## config.mk

```make
export PLATFORM = sky130hd
export DESIGN_NAME = tg_addr_sequencer
export DESIGN_NICKNAME = d
export VERILOG_FILES = /design/src/rtl/tgas_pkg.sv /design/src/rtl/tgas_ctrl.sv /design/src/rtl/tgas_datapath.sv /design/src/rtl/tg_addr_sequencer.sv
export SDC_FILE = /design/constraint.sdc
export NUM_CORES = 2
export LEC_CHECK = 0
export BUFFER_PORTS_ARGS = -buffer_cell sky130_fd_sc_hd__buf_2
export CORE_MARGIN = 8
export CORE_UTILIZATION = 65
export CTS_BUF_LIST = sky130_fd_sc_hd__clkbuf_8
export CTS_CLUSTER_SIZE = 14
export DETAILED_ROUTE_END_ITERATION = 6
export MAX_ROUTING_LAYER = met4
export PLACE_DENSITY_LB_ADDON = 0.12
export SLEW_MARGIN = 25
export SYNTH_ARGS = -nofsm -noshare
export SYNTH_HDL_FRONTEND = slang
export SYNTH_HIERARCHICAL = 1
export SYNTH_SLANG_ARGS = --single-unit
```

## constraint.sdc

```tcl
create_clock -name clk -period 250 [get_ports clk]
set_input_delay 12.5 -clock clk [delete_from_list [all_inputs] [get_ports clk]]
set_output_delay 12.5 -clock clk [all_outputs]
set_load 0.01 [all_outputs]
```

## src/rtl/tgas_pkg.sv

```systemverilog
package tgas_pkg;
  localparam int LFSR_W     = 32;
  localparam int ALIGN_BITS = 5;

  typedef enum logic [2:0] {
    MODE_LINEAR    = 3'd0,
    MODE_AUTO      = 3'd1,
    MODE_RAND      = 3'd2,
    MODE_RAND_AL   = 3'd3,
    MODE_RAND_UNAL = 3'd4,
    MODE_UNIF      = 3'd5,
    MODE_UNIF_AL   = 3'd6,
    MODE_UNIF_UNAL = 3'd7
  } addrMode_e;

  typedef struct packed {
    logic load;
    logic advance;
  } seqStrobe_t;
endpackage

```

## src/rtl/tgas_ctrl.sv

```systemverilog
module tgas_ctrl
  import tgas_pkg::*;
(
  input  logic       clk,
  input  logic       rstN,
  input  logic       cmdLoad,
  input  logic       addrReady,
  output seqStrobe_t strobe,
  output logic       addrValid
);
  logic active;

  always_ff @(posedge clk) begin
    if (!rstN)        active <= 1'b0;
    else if (cmdLoad) active <= 1'b1;
  end

  assign addrValid      = active;
  assign strobe.load    = cmdLoad;
  assign strobe.advance = active & addrReady & ~cmdLoad;

  // a load always produces an offer on the next cycle
  a_r1_valid_after_load: assert property (@(posedge clk) disable iff (!rstN)
    cmdLoad |=> addrValid);
  // once offering, the port keeps offering
  a_r1_valid_sticky: assert property (@(posedge clk) disable iff (!rstN)
    addrValid |=> addrValid);
endmodule

```

## src/rtl/tgas_datapath.sv

```systemverilog
module tgas_datapath
  import tgas_pkg::*;
#(
  parameter int ADDR_W = 32,
  parameter int LEN_W  = 4
) (
  input  logic              clk,
  input  logic              rstN,
  input  seqStrobe_t        strobe,
  input  logic              addrValid,
  input  logic [2:0]        cfgMode,
  input  logic [ADDR_W-1:0] cfgBase,
  input  logic [ADDR_W-1:0] cfgHigh,
  input  logic [ADDR_W-1:0] cfgStart,
  input  logic [ADDR_W-1:0] cfgStep,
  input  logic [LEN_W-1:0]  cfgBeats,
  output logic [ADDR_W-1:0] addrOut
);
  localparam logic [ADDR_W-1:0] LOW_MASK   = ADDR_W'((1 << ALIGN_BITS) - 1);
  localparam logic [ADDR_W-1:0] ALIGN_STEP = ADDR_W'(1 << ALIGN_BITS);

  addrMode_e         modeQ;
  logic [ADDR_W-1:0] baseQ, highQ, stepQ, curQ;
  logic [LEN_W-1:0]  beatsQ;
  logic [LFSR_W-1:0] lfsrQ, lfsrNext, seedVal;

  logic [ADDR_W-1:0] prbsAddr, autoStep, linStep, curNext, span;
  logic [ADDR_W-1:0] uniOffset, uniRaw, uniAl, uniUnal, randAl, randUnal;

  // PRBS: left shift, feedback from bits 31, 21, 1, 0
  assign lfsrNext = {lfsrQ[LFSR_W-2:0], lfsrQ[31] ^ lfsrQ[21] ^ lfsrQ[1] ^ lfsrQ[0]};
  assign seedVal  = (LFSR_W'(cfgStep) == '0) ? LFSR_W'(1) : LFSR_W'(cfgStep);
  assign prbsAddr = ADDR_W'(lfsrQ);

  // Linear stepping with wrap to base
  assign autoStep = (ADDR_W'(beatsQ) + ADDR_W'(1)) << ALIGN_BITS;
  assign linStep  = (modeQ == MODE_AUTO) ? autoStep : stepQ;
  assign curNext  = (curQ >= highQ) ? baseQ : curQ + linStep;

  // Random shaping
  assign randAl   = prbsAddr & ~LOW_MASK;
  assign randUnal = ((prbsAddr & LOW_MASK) == '0) ? (prbsAddr | ADDR_W'(1)) : prbsAddr;

  // Uniform bounding, then alignment shaping, then clamp
  assign span      = highQ - baseQ;
  assign uniOffset = (span == '0) ? '0 : prbsAddr % span;
  assign uniRaw    = baseQ + uniOffset;
  assign uniUnal   = ((span != '0) && ((uniRaw & LOW_MASK) == '0)) ? (uniRaw | ADDR_W'(1)) : uniRaw;

  always_comb begin
    uniAl = uniRaw & ~LOW_MASK;
    if (uniAl < baseQ) uniAl = uniAl + ALIGN_STEP;
    if (uniAl > highQ) uniAl = baseQ;
  end

  always_comb begin
    unique case (modeQ)
      MODE_LINEAR, MODE_AUTO: addrOut = curQ;
      MODE_RAND:              addrOut = prbsAddr;
      MODE_RAND_AL:           addrOut = randAl;
      MODE_RAND_UNAL:         addrOut = randUnal;
      MODE_UNIF:              addrOut = uniRaw;
      MODE_UNIF_AL:           addrOut = uniAl;
      MODE_UNIF_UNAL:         addrOut = uniUnal;
      default:                addrOut = curQ;
    endcase
  end

  always_ff @(posedge clk) begin
    if (!rstN) begin
      modeQ  <= MODE_LINEAR;
      baseQ  <= '0;
      highQ  <= '0;
      stepQ  <= '0;
      beatsQ <= '0;
      curQ   <= '0;
      lfsrQ  <= LFSR_W'(1);
    end else if (strobe.load) begin
      modeQ  <= addrMode_e'(cfgMode);
      baseQ  <= cfgBase;
      highQ  <= cfgHigh;
      stepQ  <= cfgStep;
      beatsQ <= cfgBeats;
      curQ   <= cfgStart;
      lfsrQ  <= seedVal;
    end else if (strobe.advance) begin
      curQ   <= curNext;
      lfsrQ  <= lfsrNext;
    end
  end

  // the generator never locks up in the all-zero state
  a_r6_lfsr_nonzero: assert property (@(posedge clk) disable iff (!rstN)
    lfsrQ != '0);
  // stepping past the upper bound returns to the lower bound
  a_r3_wrap_to_base: assert property (@(posedge clk) disable iff (!rstN)
    (strobe.advance && modeQ == MODE_LINEAR && curQ >= highQ) |=> curQ == baseQ);
  // offered address holds while the consumer stalls
  a_r5_hold_on_stall: assert property (@(posedge clk) disable iff (!rstN)
    (addrValid && !strobe.advance && !strobe.load) |=> $stable(addrOut));
  // aligned random addresses sit on a 32-byte boundary
  a_r7_rand_aligned: assert property (@(posedge clk) disable iff (!rstN)
    (addrValid && modeQ == MODE_RAND_AL) |-> addrOut[ALIGN_BITS-1:0] == '0);
  // unaligned random addresses never sit on a boundary
  a_r8_rand_unaligned: assert property (@(posedge clk) disable iff (!rstN)
    (addrValid && modeQ == MODE_RAND_UNAL) |-> addrOut[ALIGN_BITS-1:0] != '0);
  // uniform modes stay inside the window
  a_r11_uniform_in_range: assert property (@(posedge clk) disable iff (!rstN)
    (addrValid && modeQ >= MODE_UNIF && baseQ <= highQ) |-> (addrOut >= baseQ && addrOut <= highQ));
endmodule

```

## src/rtl/tg_addr_sequencer.sv

```systemverilog
module tg_addr_sequencer
  import tgas_pkg::*;
#(
  parameter int ADDR_W = 32,
  parameter int LEN_W  = 4
) (
  input  logic              clk,
  input  logic              rstN,
  input  logic              cmdLoad,
  input  logic [2:0]        cfgMode,
  input  logic [ADDR_W-1:0] cfgBase,
  input  logic [ADDR_W-1:0] cfgHigh,
  input  logic [ADDR_W-1:0] cfgStart,
  input  logic [ADDR_W-1:0] cfgStep,
  input  logic [LEN_W-1:0]  cfgBeats,
  input  logic              addrReady,
  output logic              addrValid,
  output logic [ADDR_W-1:0] addrOut
);
  seqStrobe_t strobe;

  tgas_ctrl ctrl_i (
    .clk       (clk),
    .rstN      (rstN),
    .cmdLoad   (cmdLoad),
    .addrReady (addrReady),
    .strobe    (strobe),
    .addrValid (addrValid)
  );

  tgas_datapath #(.ADDR_W(ADDR_W), .LEN_W(LEN_W)) dp_i (
    .clk       (clk),
    .rstN      (rstN),
    .strobe    (strobe),
    .addrValid (addrValid),
    .cfgMode   (cfgMode),
    .cfgBase   (cfgBase),
    .cfgHigh   (cfgHigh),
    .cfgStart  (cfgStart),
    .cfgStep   (cfgStep),
    .cfgBeats  (cfgBeats),
    .addrOut   (addrOut)
  );
endmodule

```

## Yosys cells after proc, flatten, opt, wreduce, memory -nomap -nowiden

Index checks and enable logic that the tools add are counted.
W data, S select, Z words.

- Output and inout bits: 33
- Register bits after elaboration: 168
- Bits of input ports: 139

- Equal/unequal tests: 7
- Reductions and logical operators: 9
- Add/subtract/negate cells: 5
- Order comparisons: 3
- Mux-type cells: 13
- Divide/modulo/power cells: 1
- Bitwise logic cells: 6

Operators by type and width:

| kind | number |
|---|---|
| $mux W32 | 10 |
| $pmux W32 S7 | 1 |
| $logic_not A32 Y1 | 4 |
| $add A32 B32 Y32 | 2 |
| $add A32 B6 Y32 const B | 1 |
| $ge A32 B32 Y1 | 1 |
| $gt A32 B32 Y1 | 1 |
| $lt A32 B32 Y1 | 1 |
| $mod A32 B32 Y32 | 1 |
| $reduce_bool A32 Y1 | 1 |
| $sub A32 B32 Y32 | 1 |
| $eq A3 B3 Y1 const B | 4 |
| $eq A3 B2 Y1 const B | 2 |
| $add A4 B1 Y5 const B | 1 |
| $eq A3 B1 Y1 const B | 1 |
| $logic_not A3 Y1 | 1 |
| $xor A1 B1 Y1 | 3 |
| $and A1 B1 Y1 | 2 |
| $mux W1 | 2 |
| $reduce_bool A2 Y1 | 1 |
| $reduce_or A2 Y1 | 1 |
| $logic_and A1 B1 Y1 | 1 |
| $not A1 Y1 | 1 |

## Depth between registers and ports, before layout

- Depth after elaboration: 9
- Gate-level depth with buffers: 496
- Mapped depth without buffers: 458

## Modules after synthesis

The synthesis kept the hierarchy.

Modules (own cells, without submodules):

| module | cells an instance | times used | area each (um^2) | seq. area each (um^2) |
|---|---|---|---|---|
| tgas_datapath | 6385 | 1 | 44919.3 | 3343.2 |
| tgas_ctrl | 4 | 1 | 43.8 | 20.0 |

## Worst setup path before layout

No wires, ideal clock.

- Path type: reg-to-output
- From: register dp_i.baseQ[7]
- To: output addrOut[19]
- Buffers on the path: 56
- Required time: 237500 ps
- Slack: 144127 ps
- Arrival time: 93373 ps
- Stages on the path, launching flop included: 462
- Cell sequence: dfxtp_1 -> inv_1 -> ha_1 -> a21o_1 -> a221o_1 -> a21oi_1 -> o21bai_1 -> xnor2_1 -> and3_1 -> clkbuf_1 -> nor4b_1 -> and3_1 -> o211ai_1 -> nor2_1 -> a21oi_1 -> a21oi_1 -> ha_1 -> o21a_1 -> [... 426 more ...] -> nand3_1 -> nor4b_1 -> and3_1 -> o21a_1 -> nor2_1 -> ha_1 -> nand4_1 -> nor4_1 -> nand3_1 -> nand2_1 -> buf_1 -> buf_1 -> nor2_1 -> a31oi_1 -> o32ai_1 -> nand2_1 -> o21ai_0 -> a21oi_1

- Longest elaborated chain between the ends: 9

RTL lines:

| item | line | text |
|---|---|---|
| from (decl) | tgas_datapath.sv:23 | `logic [ADDR_W-1:0] baseQ, highQ, stepQ, curQ;` |
| from (signal assigned) | tgas_datapath.sv:80 | `baseQ <= cfgBase;` |
| $sub A32 B32 Y32 | tgas_datapath.sv:45 | `assign span = highQ - baseQ;` |
| $mod A32 B32 Y32 / $logic_not A32 Y1 (equally long branches) | tgas_datapath.sv:46 | `assign uniOffset = (span == '0) ? '0 : prbsAddr % span;` |
| $mux W32 | tgas_datapath.sv:46 |  |
| $add A32 B32 Y32 | tgas_datapath.sv:47 | `assign uniRaw = baseQ + uniOffset;` |
| $add A32 B6 Y32 / $lt A32 B32 Y1 (equally long branches) | tgas_datapath.sv:52 | `if (uniAl < baseQ) uniAl = uniAl + ALIGN_STEP;` |
| $mux W32 | tgas_datapath.sv:52 |  |
| $gt A32 B32 Y1 | tgas_datapath.sv:53 | `if (uniAl > highQ) uniAl = baseQ;` |
| $mux W32 | tgas_datapath.sv:53 |  |
| $pmux W32 S7 (*) | tgas_datapath.sv:57 | `unique case (modeQ)` |
| to (decl) | tg_addr_sequencer.sv:18 | `output logic [ADDR_W-1:0] addrOut` |

Every way passes the cells marked *; elsewhere a longest branch is shown, timed or not.

## Worst setup path in the final report

- From: register dp_i.baseQ[2]
- To: output addrOut[31]

Same word-level chain as after synthesis.

==> summary.md <==
| Metric | Value |
|---|---|
| Utilization after layout | `0.690` |
| Critical path class | `reg2out` |
| Top delay family on crit path | `compound AO/OA/AOI/OAI gates` |
| Largest net degree at the start of global routing | `105` |
| Post-synthesis sequential area ratio | `0.0748` |
| Worst Max-Slew Pin Slew | `between 1 and 1.5 ns` |
| CTS buffer count | `17` |
| Layout cell share with drive strength beyond 1 | `0.0843` |
| Die footprint | `77800 µm²` |
| Setup crit start | `dp_i/baseQ[2]$_SDFFE_PN0P_` |
| Routed vias/inst | `6.97` |
| Minimum clock period | `123.60 ns` |
| CP endpoint kind | `output port` |
| Outcome | `complete, but fails checks` |
| Slew headroom | `0.209` |
| Max rail drop VDD | `0.0116 mV` |
| Width of the die | `279 µm` |
| # setup viols final | `0` |
| Worst-path clk slew | `0.12 ns` |
| Syn Inst Count | `6389` |
| Fmax achieved | `between 8 and 9 MHz` |
| EDFF count, synth | `0` |
| Initial Util | `0.656` |
| Async set-reset flop share out of synthesis | `0` |
| P&R area growth vs syn | `5.30%` |
| Hold Fails Final Rpt | `0` |
| Pwr Density | `7.71 nW/µm²` |
| RSZ-0062 raised after global routing | `no` |
| Synth top area share | `0.198` |
| Worst Path Max Fanout | `48` |
| Failing checks | `design-rule violations` |
| Area of the core | `a little under 70000 µm²` |
| GRT Total Usage | `0.454` |
| Worst EP required | `237.50 ns` |
| Leakage | `22.3 nW` |
| Max-slew violation count | `0` |
| Synth unique cells | `115` |
| Post-CTS setup buffer count | `0` |
| Hold buffer count at cts | `0` |
| CTS tree | `built` |
| WL per Instance | `24.7 µm` |
| Synth Flop Type | `dfxtp_1` |
| Clock sink count | `168` |
| Number of synthesized register bits | `168` |
| Avg Cell Area, Syn | `7.04 µm²` |
| Initial DRC count | `7077` |
| Min-delay worst type | `reg2reg` |
| Top cells by area, synth | `ha_1, dfxtp_1, a21oi_1, nand2_1, xnor2_1` |
| RD Place Congestion | `between 1 and 1.5` |
| Fin nets | `approximately 7300` |
| ANT nets after route | `0` |
| Cts repair resizes | `0` |
| CTS root buffer | `clkbuf_8` |
| Worst stage delay on the critical path | `0.83 ns` |
| Vias in the first global route | `47624` |
| PortBufs | `roughly 170` |
| Hold path startpoint | `dp_i/stepQ[21]$_SDFFE_PN0P_` |
| Critical R2R Launch | `dp_i/modeQ[1]$_SDFFE_PN0P_` |
| Final Skew | `0.0261 ns` |
| Ports | `172` |
| Final WL | `~180 mm` |
| Grt ovf | `0` |
| Worst-skew pair later-pin latency | `0.52 ns` |
| Setup Total Neg Slack | `0 ns` |
| Tcrit/Tclk final | `0.494` |
| Initial antenna violation count | `7` |
| Via count | `around 51000` |
| Worst setup SP type | `flop` |
| CTS Buffer Depth | `2` |
| Die height | `279 µm` |
| Row count | `96` |
| Ys Warns | `6` |
| Max-Cap Viols | `0` |
| Global-route wire length before repair | `274 mm` |
| DRC | `14` |
| CP dominant cell by count | `o21a_1` |
| Critical path's slowest cell | `and2_1` |
| Mapped Area | `45000 µm²` |
| Buffers & Inverters on Critical Path | `22` |
| H-tree lvl count | `4` |
| Top cells by count, synth | `ha_1, nand2_1, nor2_1, a21oi_1, o21ai_0` |
| Dpl hpwl | `between 100 and 150 mm` |
| Synthesized Nets | `7243` |
| CP Data Arrival Time | `around 110 ns` |
| Pre-antenna DRT Iters | `7` |
| Most common cell in the netlist | `ha_1` |
| Synth area leader | `ha_1` |
==> final timing paths <==
check / to / slack (ns) / cells past startpoint
max: addrOut[31] / 126.40 / 430
min: dp_i/stepQ[21]$_SDFFE_PN0P_ / 0.48 / 2
max reg2reg: dp_i/curQ[29]$_SDFFE_PN0P_ / 243.03 / 25
min reg2reg: dp_i/stepQ[21]$_SDFFE_PN0P_ / 0.48 / 2
==> layout by cell type, fill, tap and decap left out, types with 21 or more instances in the layout <==
master and count:
buf_4 97, nand3_1 166, xnor2_1 264, a211oi_1 56, nor4_1 40, o22ai_1 26, and3_1 42, a21o_1 199
nand2b_1 75, ha_1 711, a31o_2 21, a21oi_1 503, xor2_1 170, inv_1 247, nor2b_1 172, a31oi_1 102
o211ai_1 57, a21boi_0 50, o32ai_1 29, nand4_1 79, nor2_1 608, dfxtp_1 166, mux2_2 79, o31ai_1 56
nand2_1 645, and2_1 110, or2_2 44, mux2i_1 127, o21a_1 167, or3_1 68, nor3_1 207, o21bai_1 46
o21ai_0 358, buf_2 169, o21ai_1 30
==> report_power, final <==
part           internal, W  switching (W)
Clock           0.00000801      0.0000136
Combinational     0.000119       0.000193
Sequential       0.0000284     0.00000328
==> per-layer routing <==
layer  routed length [µm]  global-route usage  up-vias
li1                     -                   -    23622
met1                68800               0.555    23391
met2                73800               0.659     3424
met3                23700               0.101      921
met4                15900               0.314        0
met5                    0                   -        -
==> area by class of cell <==
| type | instances | area [µm²] |
|---|---|---|
| diodes | 8 | 20.0 |
| clock buffers | 17 | 234 |
| clock inverters | 15 | 204 |
| fillers | 6096 | 21200 |
| inverters | 250 | 938 |
| multi-input cells | 5709 | 39800 |
| flip-flops and latches | 168 | 3370 |
| well taps | 931 | 1160 |
| repair buffers | 267 | 1590 |
==> logic make-up (layout without fill, tap and decap cells) <==
logic type | Yosys count | count (layout) | share of synthesized area
DFF | 168 | 168 | 0.0748
other | 0 | 8 | 0
and+or+nand+nor | 2343 | 2343 | 0.250
AOI/OAI and AO/OA | 1997 | 1997 | 0.296
muxes | 208 | 208 | 0.0489
xor gates and xnor gates | 446 | 446 | 0.0869
adders and majority gates | 715 | 715 | 0.200
buffers and inverters | 512 | 549 | 0.0437
==> tightest hold or removal path, stage by stage (launching register included) <==
cell and delay [ns]:
dfxtp_1 0.32, nand2_1 0.05, a21boi_0 0.06
==> metrics by stage <==
stage	instances	power [W]	cell area (µm²)	setup slack, ns	hold WS (ns)
5_1_grt	7364	0.000390	47300	119.57	0.491
2_1_floorplan	6389	0.000253	45000	144.13	0.448
3_3_place_gp	7325	0.000327	46900	133.25	0.459
6_report	7365	0.000365	47300	126.40	0.477
3_5_place_dp	7325	0.000330	46900	130.67	0.464
4_1_cts	7357	0.000354	47300	129.66	0.479
==> flip-flops by register name (all words and copies together) (netlist names) <==
signal	cells
ctrl_i/addrValid	1
dp_i/baseQ	32
dp_i/beatsQ	4
dp_i/curQ	32
dp_i/highQ	32
dp_i/lfsrQ	32
dp_i/modeQ	3
dp_i/stepQ	32
Power figures use the tool's default switching activity.
